--- src/rtl/opsel_pkg.sv ---
package opsel_pkg;
  parameter int IDX_W  = 3;
  parameter int BYTE_W = 8;
  localparam int CODE_W = IDX_W + 2;
  localparam int WIDE_POS = IDX_W;
  localparam int CLASS_POS = IDX_W + 1;
  localparam int SEG_W = 2;

  // field positions in the instruction bytes
  localparam int OPC_WIDE_BIT = 0;
  localparam int OPC_DIR_BIT  = 1;
  localparam int OPR_WIDE_BIT = 3;
  localparam int OPR_IDX_LSB  = 0;
  localparam int REG_LSB      = 3;
  localparam int RM_LSB       = 0;
  localparam int SEG_LSB      = 3;

  typedef logic [CODE_W-1:0] code_t;

  typedef struct packed {
    logic  load;
    code_t m;
    code_t n;
    logic  dir;
  } sel_upd_t;

  typedef struct packed {
    logic armed;
    logic wide;
    logic dir;
    logic seg;
  } pend_t;

  function automatic code_t make_code(logic cls, logic wide, logic [IDX_W-1:0] idx);
    return {cls, wide, idx};
  endfunction
endpackage

--- src/rtl/opsel_rst_sync.sv ---
module opsel_rst_sync #(
  parameter int STAGES = 2
) (
  input  logic clk,
  input  logic rst_n,
  output logic rst_q_n
);
  logic [STAGES-1:0] chain_q;
  logic [STAGES-1:0] chain_nxt;

  always_comb begin
    chain_nxt = {chain_q[STAGES-2:0], 1'b1};
  end

  always_ff @(posedge clk or negedge rst_n) begin
    if (!rst_n) chain_q <= '0;
    else        chain_q <= chain_nxt;
  end

  assign rst_q_n = chain_q[STAGES-1];
endmodule

--- src/rtl/opsel_decode.sv ---
module opsel_decode
  import opsel_pkg::*;
(
  input  logic              ld_first,
  input  logic              ld_second,
  input  logic [BYTE_W-1:0] ibyte,
  input  logic              acc_form,
  input  logic              use_opreg,
  input  logic              seg_form,
  input  pend_t             pend_q,
  output pend_t             pend_nxt,
  output sel_upd_t          upd
);
  logic [IDX_W-1:0] seg_idx;

  always_comb begin
    seg_idx = '0;
    seg_idx[SEG_W-1:0] = ibyte[SEG_LSB +: SEG_W];
  end

  always_comb begin
    pend_nxt = pend_q;
    upd      = '0;
    if (ld_first) begin
      pend_nxt.armed = 1'b0;
      if (acc_form) begin
        upd.load = 1'b1;
        upd.m    = make_code(1'b0, ibyte[OPC_WIDE_BIT], '0);
        upd.n    = upd.m;
        upd.dir  = 1'b0;
      end else if (use_opreg) begin
        upd.load = 1'b1;
        upd.m    = make_code(1'b0, ibyte[OPR_WIDE_BIT], ibyte[OPR_IDX_LSB +: IDX_W]);
        upd.n    = upd.m;
        upd.dir  = 1'b0;
      end else begin
        pend_nxt.armed = 1'b1;
        pend_nxt.wide  = ibyte[OPC_WIDE_BIT] | seg_form;
        pend_nxt.dir   = ibyte[OPC_DIR_BIT];
        pend_nxt.seg   = seg_form;
      end
    end else if (ld_second && pend_q.armed) begin
      pend_nxt.armed = 1'b0;
      upd.load = 1'b1;
      upd.dir  = pend_q.dir;
      upd.n    = make_code(1'b0, pend_q.wide, ibyte[RM_LSB +: IDX_W]);
      if (pend_q.seg) upd.m = make_code(1'b1, 1'b1, seg_idx);
      else            upd.m = make_code(1'b0, pend_q.wide, ibyte[REG_LSB +: IDX_W]);
    end
  end
endmodule

--- src/rtl/opsel_regs.sv ---
module opsel_regs
  import opsel_pkg::*;
(
  input  logic     clk,
  input  logic     rst_q_n,
  input  sel_upd_t upd,
  input  pend_t    pend_nxt,
  output pend_t    pend_q,
  output code_t    m_q,
  output code_t    n_q,
  output logic     dir_q
);
  always_ff @(posedge clk or negedge rst_q_n) begin
    if (!rst_q_n) begin
      pend_q <= '0;
      m_q    <= '0;
      n_q    <= '0;
      dir_q  <= 1'b0;
    end else begin
      pend_q <= pend_nxt;
      if (upd.load) begin
        m_q   <= upd.m;
        n_q   <= upd.n;
        dir_q <= upd.dir;
      end
    end
  end
endmodule

--- src/rtl/opsel_swap.sv ---
module opsel_swap #(
  parameter int W = 5
) (
  input  logic [W-1:0] m_in,
  input  logic [W-1:0] n_in,
  input  logic         dir,
  output logic [W-1:0] src,
  output logic [W-1:0] dst
);
  for (genvar i = 0; i < W; i++) begin : g_lane
    assign src[i] = dir ? n_in[i] : m_in[i];
    assign dst[i] = dir ? m_in[i] : n_in[i];
  end
endmodule

--- src/rtl/operand_selector.sv ---
module operand_selector
  import opsel_pkg::*;
#(
  parameter int SYNC_STAGES = 2
) (
  input  logic              clk,
  input  logic              rst_n,
  input  logic              ld_first,
  input  logic              ld_second,
  input  logic [BYTE_W-1:0] ibyte,
  input  logic              acc_form,
  input  logic              use_opreg,
  input  logic              seg_form,
  output logic [CODE_W-1:0] src_code,
  output logic [CODE_W-1:0] dst_code
);
  logic     rst_q_n;
  pend_t    pend_q;
  pend_t    pend_nxt;
  sel_upd_t upd;
  code_t    m_q;
  code_t    n_q;
  logic     dir_q;

  opsel_rst_sync #(.STAGES(SYNC_STAGES)) u_rst (
    .clk(clk), .rst_n(rst_n), .rst_q_n(rst_q_n)
  );

  opsel_decode u_dec (
    .ld_first(ld_first), .ld_second(ld_second), .ibyte(ibyte),
    .acc_form(acc_form), .use_opreg(use_opreg), .seg_form(seg_form),
    .pend_q(pend_q), .pend_nxt(pend_nxt), .upd(upd)
  );

  opsel_regs u_regs (
    .clk(clk), .rst_q_n(rst_q_n), .upd(upd), .pend_nxt(pend_nxt),
    .pend_q(pend_q), .m_q(m_q), .n_q(n_q), .dir_q(dir_q)
  );

  opsel_swap #(.W(CODE_W)) u_swap (
    .m_in(m_q), .n_in(n_q), .dir(dir_q), .src(src_code), .dst(dst_code)
  );
endmodule

--- config.mk ---
export PLATFORM = sky130hd
export DESIGN_NAME = operand_selector
export DESIGN_NICKNAME = d
export VERILOG_FILES = /design/src/rtl/opsel_pkg.sv /design/src/rtl/opsel_rst_sync.sv /design/src/rtl/opsel_decode.sv /design/src/rtl/opsel_regs.sv /design/src/rtl/opsel_swap.sv /design/src/rtl/operand_selector.sv
export SDC_FILE = /design/constraint.sdc
export NUM_CORES = 1
export LEC_CHECK = 0
export BUFFER_PORTS_ARGS = -buffer_cell sky130_fd_sc_hd__buf_4
export CAP_MARGIN = 20
export CORE_MARGIN = 1
export CORE_UTILIZATION = 50
export CTS_BUF_LIST = sky130_fd_sc_hd__clkbuf_4
export DETAILED_ROUTE_END_ITERATION = 10
export PLACE_DENSITY = 0.75
export RECOVER_POWER = 50
export SYNTH_ARGS = -nofsm -noshare
export SYNTH_HDL_FRONTEND = slang
export SYNTH_HIERARCHICAL = 1
export SYNTH_SLANG_ARGS = --single-unit
--- constraint.sdc ---
create_clock -name clk -period 2.7 [get_ports clk]
set_input_delay 0.54 -clock clk [delete_from_list [all_inputs] [get_ports clk]]
set_output_delay 0.54 -clock clk [all_outputs]
set_load 0.005 [all_outputs]
==> results of run 1 <==
critical path: cells and delay by family (launching register included):
family	cells	cell delay (ps)
buf+inv	1	130
mux	1	350
flops	1	750
stage by stage:
stage	hold WS [ps]	setup WS, ps	util (%)
floorplan	186.7	1216	-
global placement	256.1	689.2	64.70
detailed placement	265.8	652.7	64.70
CTS	9.112	640.0	66.25
global route	11.19	590.6	65.19
finish	19.41	648.4	65.19
where the power goes:
group / switching [uW] / internal [uW] / leakage, uW
Sequential: 22.1 / 277 / 0.000218
Combinational: 36.9 / 76.2 / 0.000340
Clock: 78.1 / 54.9 / 0.0000177
Total: 137 / 408 / 0.000576
path summary, 6_finish.rpt:
| check | from | to | slack (ps) | cells after the start |
|---|---|---|---|---|
| setup / recovery | u_regs/dir_q | dst_code[1] | 650 | 2 |
| hold / removal | rst_n | u_rst/chain_q[0] | 20 | 1 |
| setup reg to reg | u_regs/pend_q[3] | u_regs/m_q[2] | 1040 | 3 |
| hold reg to reg | u_rst/chain_q[1] | u_regs/m_q[3] | 250 | 0 |
| max in group asynchronous | u_rst/chain_q[1] | u_regs/n_q[4] | 2060 | 0 |
| min in group clk | u_rst/chain_q[0] | u_rst/chain_q[1] | 360 | 0 |
kinds of logic after synthesis:
group	count (synthesis)	share of synthesized area, %
AO/OA/AOI/OAI	9	7.097
flip-flops	17	43.09
multiplexers	24	34.85
buffers and inverters	5	3.803
other	2	0.7607
AND/OR/NAND/NOR	14	10.39
metal layers:
metal	wire length [um]	GRT usage, %
met1	729	24.44
met4	10	8.824
met2	878	32.22
met3	56	2.353
met5	0	0
sequential cells by signal (all words and copies together), names as in the netlist:
register and count:
u_regs/m_q 5, u_regs/n_q 5, u_regs/pend_q 4, u_rst/chain_q 2, u_regs/dir_q 1
layout make-up:
type	count	area, um^2
clock buffer	3	22.52
tap	25	31.28
clock inverter	1	5.005
fill	156	620.6
multi-input combinational	49	513.0
inverter	2	7.507
sequential	17	425.4
timing repair buffer	22	157.7
layout by cell type, fill, tap and decap left out, types with 3 or more instances in the layout:
cell,netlist,final
nor2_1,3,3
a21boi_0,3,3
clkbuf_4,0,3
buf_4,1,20
mux2_4,20,20
dfrtp_1,17,17
mux2_2,3,3
==> results.ini, run 1 <==
[grt]
antenna_found_initial = 0
grt_start_max_net_pins = 16
overflow = 0
grt_pass1_wl_mm = 2.870
grt_usage_pct = 19.25
grt_pass1_vias = 646

[timing]
timing.final.crit_share_pct = 75.98
hold_viol = 0
slew_violations = 0
worstMarginPinSlew_ps = 640.8
max_slew_margin_pct = 57.17
grt_setup_unrepaired = false
max_freq_mhz = 487.4
setup_viol_count_final = 0
fin_worst_skew_ps = 3.815
tns_ps = 0
post-route-min-period_ps = 2052

[cts]
cts_tree = built
cts_setup_buffers = 0
h-tree-depth = 1
clkTransAtPathRegs_ps = 100
numCtsBuffers = 3
ctsResizeCount = 0
root_buffer = clkbuf_4
ctsHoldBuffers = 0
insertion_delay_ps = 280
cts_sinks = 17
clockBufferDepth = 2

[synth]
synth_edf_count = 0
ys_types = 23
synth_common_cells = mux2_4, dfrtp_1, a21boi_0, mux2_2, nor2_1
yosys.area.top_type = dfrtp_1
async_reset_ff_share_pct = 100.0
avgSynthCellArea_um2 = 13.90
ys_ff_latch = 17
ys_seq_area_share_pct = 43.09
ys.flop_type = dfrtp_1
netlist.area_leader.share_pct = 43.09
synth_cells = 71
synthTopCellsByArea = dfrtp_1, mux2_4, mux2_2
syn-cell-area_um2 = 987.2
syn_nets = 86
yosysWarnings = 6
post-synth-top-count-cell = mux2_4

[power]
power.total_uw = 545.2
cellPowerDensity_nw_per_um2 = 469.1
leakage_uw = 0.0005756
vdd.ir_drop.worst_uv = 326.7

[critical_path]
crit_arrival_ps = 1510
critPathCaptureType = primary output
cp-start-kind = flip-flop
worstPathCellList = mux2_4 > buf_4
crit_fanout = 11
max_stage_delay_ps = 750
slowest_stage = dfrtp_1
cp_data_required_time_ps = 2160
crit_type = reg -> out

[place]
place_inst = 115
port_buffers = 22
placed_area_um2 = 1154
gp_congestion = 0.7932
dp_hpwl_mm = 1.306

[route]
antenna_left = 0
wl_per_cell_um = 14.08
first_pass_iters = 5
wl_mm = 1.675
drcViolationCount = 0
via_count = 643
viasPerCell = 5.403
drtIter0Drc = 8

[floorplanning]
die_w_um = 46.44
die_area_um2 = 2156
num_rows = 15
io_pins = 25
die_h_um = 46.44
core-area_um2 = 1783
initial_core_util_pct = 55.37

[layout]
final_cell_area_um2 = 1162
final_cells = 119
syn2layout_area_growth_pct = 17.74
fin_nets = 110
drive_gt1_share_pct = 53.19
antenna-diode-count = 0

[min_path]
hp-class = in -> async

[run_status]
status = finished, final reports clean

[flow_run]
max_cap_viol_count = 0

No activity file was read; power rests on OpenSTA's default activity.
==> inputs of run 2 (changes only) <==
==> constraint.sdc (replaced) <==
create_clock -name clk -period 2 [get_ports clk]
set_input_delay 0.4 -clock clk [delete_from_list [all_inputs] [get_ports clk]]
set_output_delay 0.4 -clock clk [all_outputs]
set_load 0.005 [all_outputs]
==> results.ini, run 2 (same netlist as run 1, synthesis figures left out) <==
[timing]
post-route-min-period_ps = 1894
slew_violations = 0
fin_worst_skew_ps = 3.459
tns_ps = 0
setup_viol_count_final = 0
hold_viol = 0
grt_setup_unrepaired = false
timing.final.crit_share_pct = 94.72
max_freq_mhz = 527.9
max_slew_margin_pct = 59.61
worstMarginPinSlew_ps = 605.8

[critical_path]
endpoint = src_code[3]
crit_fanout = 11
crit_path_start = u_regs/dir_q
crit_type = reg -> out
r2r_slack_ps = 720
critPathCaptureType = primary output
crit_arrival_ps = 1490
cp_data_required_time_ps = 1600
slowest_stage = dfrtp_1
max_stage_delay_ps = 730
rr_startpoint = u_regs/pend_q[3]
cp-start-kind = flip-flop
reg2reg_to = u_regs/m_q[2]
worstPathCellList = mux2_4 > buf_4
r2r_cells = 3

[grt]
overflow = 0
grt_pass1_vias = 618
grt_pass1_wl_mm = 2.697
antenna_found_initial = 0
grt_start_max_net_pins = 16
grt_usage_pct = 18.10

[min_path]
hp-class = reg -> async

[route]
wl_per_cell_um = 14.07
drtIter0Drc = 6
viasPerCell = 5.434
antenna_left = 0
wl_mm = 1.716
drcViolationCount = 0
first_pass_iters = 4
via_count = 663

[layout]
final_cell_mix = buf_4, mux2_4, dfrtp_1
antenna-diode-count = 0
regArea_um2 = 425.4
top_regs = u_regs/m_q x5, u_regs/n_q x5, u_regs/pend_q x4
final_cells = 122
final_common_cell = buf_4
nFillCells = 149
syn2layout_area_growth_pct = 20.28
drive_gt1_share_pct = 53.61
final_util_pct = 66.60
fin_nets = 113
multi_input_area_um2 = 513.0

[floorplanning]
num_rows = 15
core-area_um2 = 1783
die_h_um = 46.44
io_pins = 25
initial_core_util_pct = 55.37
die_area_um2 = 2156
die_w_um = 46.44

[cts]
numCtsBuffers = 3
cts_tree = built
cts_sinks = 17
insertion_delay_ps = 290
h-tree-depth = 1
root_buffer = clkbuf_4
clkTransAtPathRegs_ps = 100
ctsResizeCount = 0
clockBufferDepth = 2

[flow_run]
max_cap_viol_count = 0

[place]
place_inst = 117
dp_hpwl_mm = 1.282
port_buffers = 22
gp_congestion = 0.8042

[power]
leakage_uw = 0.0005889
vdd.ir_drop.worst_uv = 426.2
cellPowerDensity_nw_per_um2 = 624.5

[run_status]
status = finished, final reports clean

[run 2: how the worst min path moves through the flow]
stage | from | to | cells after the start
final | u_rst/chain_q[1] | u_regs/n_q[2] | 0
after global routing | u_rst/chain_q[1] | u_regs/pend_q[3] | 0
after floorplan | rst_n | u_rst/chain_q[0] | 0
after global placement | rst_n | u_rst/chain_q[0] | 1
after CTS | u_rst/chain_q[1] | u_regs/pend_q[3] | 0
after detailed placement | rst_n | u_rst/chain_q[0] | 1
[run 2: per-stage QoR]
stage	power, uW	hold WS (ps)	cell area (um^2)	setup WS, ps
3_3_place_gp	564.1	182.1	1169	426.7
6_report	741.5	253.5	1187	105.6
3_5_place_dp	571.7	183.0	1169	404.3
5_1_grt	777.3	307.6	1187	29.98
2_1_floorplan	504.4	104.4	987.2	656.0
4_1_cts	755.3	280.1	1206	73.92
[run 2: what timing repair did]
item                       4_1_cts  5_1_grt
setup endpoints to repair        0        0
hold buffers                     1        0
buffers inserted                 0        0
hold endpoints to repair         2        0
[run 2: cell type report]
cell class              count  share of cell area, %
repair buffers             25                  15.38
clock buffers               3                  1.897
inverters                   2                 0.6322
flip-flops and latches     17                  35.83
well taps                  25                  2.634
clock inverters             1                 0.4215
multi-input cells          49                  43.20
[run 2: per-layer routing]
| metal | wire length [um] | global-route usage (%) | up-vias |
|---|---|---|---|
| li1 | - | - | 309 |
| met1 | 739 | 23.19 | 325 |
| met2 | 902 | 29.72 | 25 |
| met3 | 62 | 2.353 | 4 |
| met4 | 12 | 8.824 | 0 |
| met5 | 0 | 0 | - |
[run 2: power by group]
| part | leakage (uW) | switching [uW] | internal [uW] |
|---|---|---|---|
| Combinational | 0.000353 | 51.9 | 106 |
| Clock | 0.0000177 | 106 | 74.3 |
| Sequential | 0.000218 | 29.3 | 374 |
[run 2: worst max-delay path: cells and delay by family (launching register included)]
family	cells	cell delay (ps)
DFF	1	730
muxes	1	350
buffers and inverters	1	130
==> inputs of run 3 (changes only) <==
==> constraint.sdc (replaced) <==
create_clock -name clk -period 1.95 [get_ports clk]
set_input_delay 0.2925 -clock clk [delete_from_list [all_inputs] [get_ports clk]]
set_output_delay 0.2925 -clock clk [all_outputs]
set_load 0.005 [all_outputs]
==> results.ini, run 3 (same netlist as run 1, synthesis figures left out) <==
[run_status]
status = finished, final reports clean

[critical_path]
r2r_cells = 4
crit_arrival_ps = 1500
crit_fanout = 11
slowest_stage = dfrtp_1
critPathCaptureType = primary output
cp_data_required_time_ps = 1660
crit_type = reg -> out
max_stage_delay_ps = 730
worstPathCellList = mux2_4 > buf_4
cp-start-kind = flip-flop

[floorplanning]
io_pins = 25
die_area_um2 = 2156
initial_core_util_pct = 55.37
core-area_um2 = 1783
die_w_um = 46.44
die_h_um = 46.44
num_rows = 15

[layout]
syn2layout_area_growth_pct = 19.52
final_common_cell = buf_4
final_cells = 121
fin_nets = 112
final_cell_mix = buf_4, mux2_4, dfrtp_1
antenna-diode-count = 0
final_cell_area_um2 = 1180
top_regs = u_regs/m_q x5, u_regs/n_q x5, u_regs/pend_q x4
nFillCells = 153
drive_gt1_share_pct = 53.13

[timing]
post-route-min-period_ps = 1793
setup_ws_ps = 157.0
timing.final.crit_share_pct = 91.95
tns_ps = 0
worstMarginPinSlew_ps = 596.7
max_slew_margin_pct = 60.22
grt_setup_unrepaired = false
hold_viol = 0
max_freq_mhz = 557.7
fin_worst_skew_ps = 4.102
slew_violations = 0
setup_viol_count_final = 0

[place]
gp_congestion = 0.7909
preCtsSetupSlack_ps = 412.9
placed_area_um2 = 1161
dp_hpwl_mm = 1.294
place_inst = 116
port_buffers = 22

[route]
viasPerCell = 5.314
via_count = 643
first_pass_iters = 2
drtIter0Drc = 3
drcViolationCount = 0
wl_per_cell_um = 13.97
wl_mm = 1.690
antenna_left = 0

[cts]
clockBufferDepth = 2
insertion_delay_ps = 290
cts_sinks = 17
clkTransAtPathRegs_ps = 100
numCtsBuffers = 3
cts_setup_buffers = 0
cts_tree = built
root_buffer = clkbuf_4
h-tree-depth = 1

[power]
p_int_uw = 567.8
cellPowerDensity_nw_per_um2 = 644.0
power.total_uw = 759.8
p_clk_share_pct = 24.4
power.switching_uw = 192.1
combPwrFrac_pct = 20.9
leakage_uw = 0.0005847
vdd.ir_drop.worst_uv = 457.7
sequentialPowerShare_pct = 54.6
swShare_pct = 25.28

[grt]
grt_pass1_wl_mm = 2.794
use_met2_pct = 31.11
overflow = 0
grtUsageMet3_pct = 4.706
antenna_found_initial = 0
grt-busiest-layer = met2
grt_pass1_vias = 641
grt_usage_pct = 19.13
grtUsageMet1_pct = 22.83
grt_start_max_net_pins = 16

[flow_run]
max_cap_viol_count = 0

[min_path]
hp-class = in -> reg
hold-path-cell-count = 2

## run 3: cell count changes in the layout (fill, tap and decap cells not counted)
| cell | change |
|---|---|
| buf_4 | -1 |
## run 3: through the flow
step                util [%]  hold WS, ps
floorplan                  -       -3.091
global placement       65.12        74.56
detailed placement     65.12        76.41
CTS                    67.23        231.1
global route           66.18        225.8
finish                 66.18        240.4
## run 3: worst max-delay path: cells and delay by family, from the launching register on
family	cells	cell delay, ps
buf+inv	1	130
mux	1	350
flops	1	730
## run 3: final cells by class
| type | instances | area [um^2] | area share, % |
|---|---|---|---|
| Timing Repair Buffer | 24 | 175.2 | 14.85 |
| Sequential cell | 17 | 425.4 | 36.06 |
| Clock buffer | 3 | 22.52 | 1.909 |
| Multi-Input combinational cell | 49 | 513.0 | 43.48 |
| Clock inverter | 1 | 5.005 | 0.4242 |
| Tap cell | 25 | 31.28 | 2.651 |
| Inverter | 2 | 7.507 | 0.6363 |
## run 3: routing by layer
metal	wire, um	share of wire, %	vias to the layer above
li1	-	-	306
met1	742	44	322
met2	882	52	13
met3	53	3.1	2
met4	11	0.65	0
met5	0	0	-
## run 3: path summary, 6_finish.rpt
check / from / end / slack (ps)
setup / recovery: u_regs/dir_q / src_code[4] / 160
hold / removal: seg_form / u_regs/pend_q[0] / 240
setup reg to reg: u_regs/pend_q[3] / u_regs/m_q[2] / 560
hold reg to reg: u_rst/chain_q[1] / u_regs/pend_q[0] / 250
max in group asynchronous: u_rst/chain_q[1] / u_regs/m_q[4] / 1310
min in group asynchronous: u_rst/chain_q[1] / u_regs/pend_q[0] / 250
## run 3: what timing repair did
item                      CTS  global route
gates resized for setup     0             0
hold endpoints to repair    2             0
hold buffers                1             0
## run 3: power by group through the flow
| stage | Combinational, uW | Sequential [uW] | Clock, uW |
|---|---|---|---|
| 5_1_grt | 173 | 421 | 208 |
| 6_report | 159 | 415 | 186 |
| 4_1_cts | 164 | 415 | 193 |
| 3_5_place_dp | 162 | 422 | 0 |
| 3_3_place_gp | 159 | 419 | 0 |
| 2_1_floorplan | 107 | 410 | 0 |
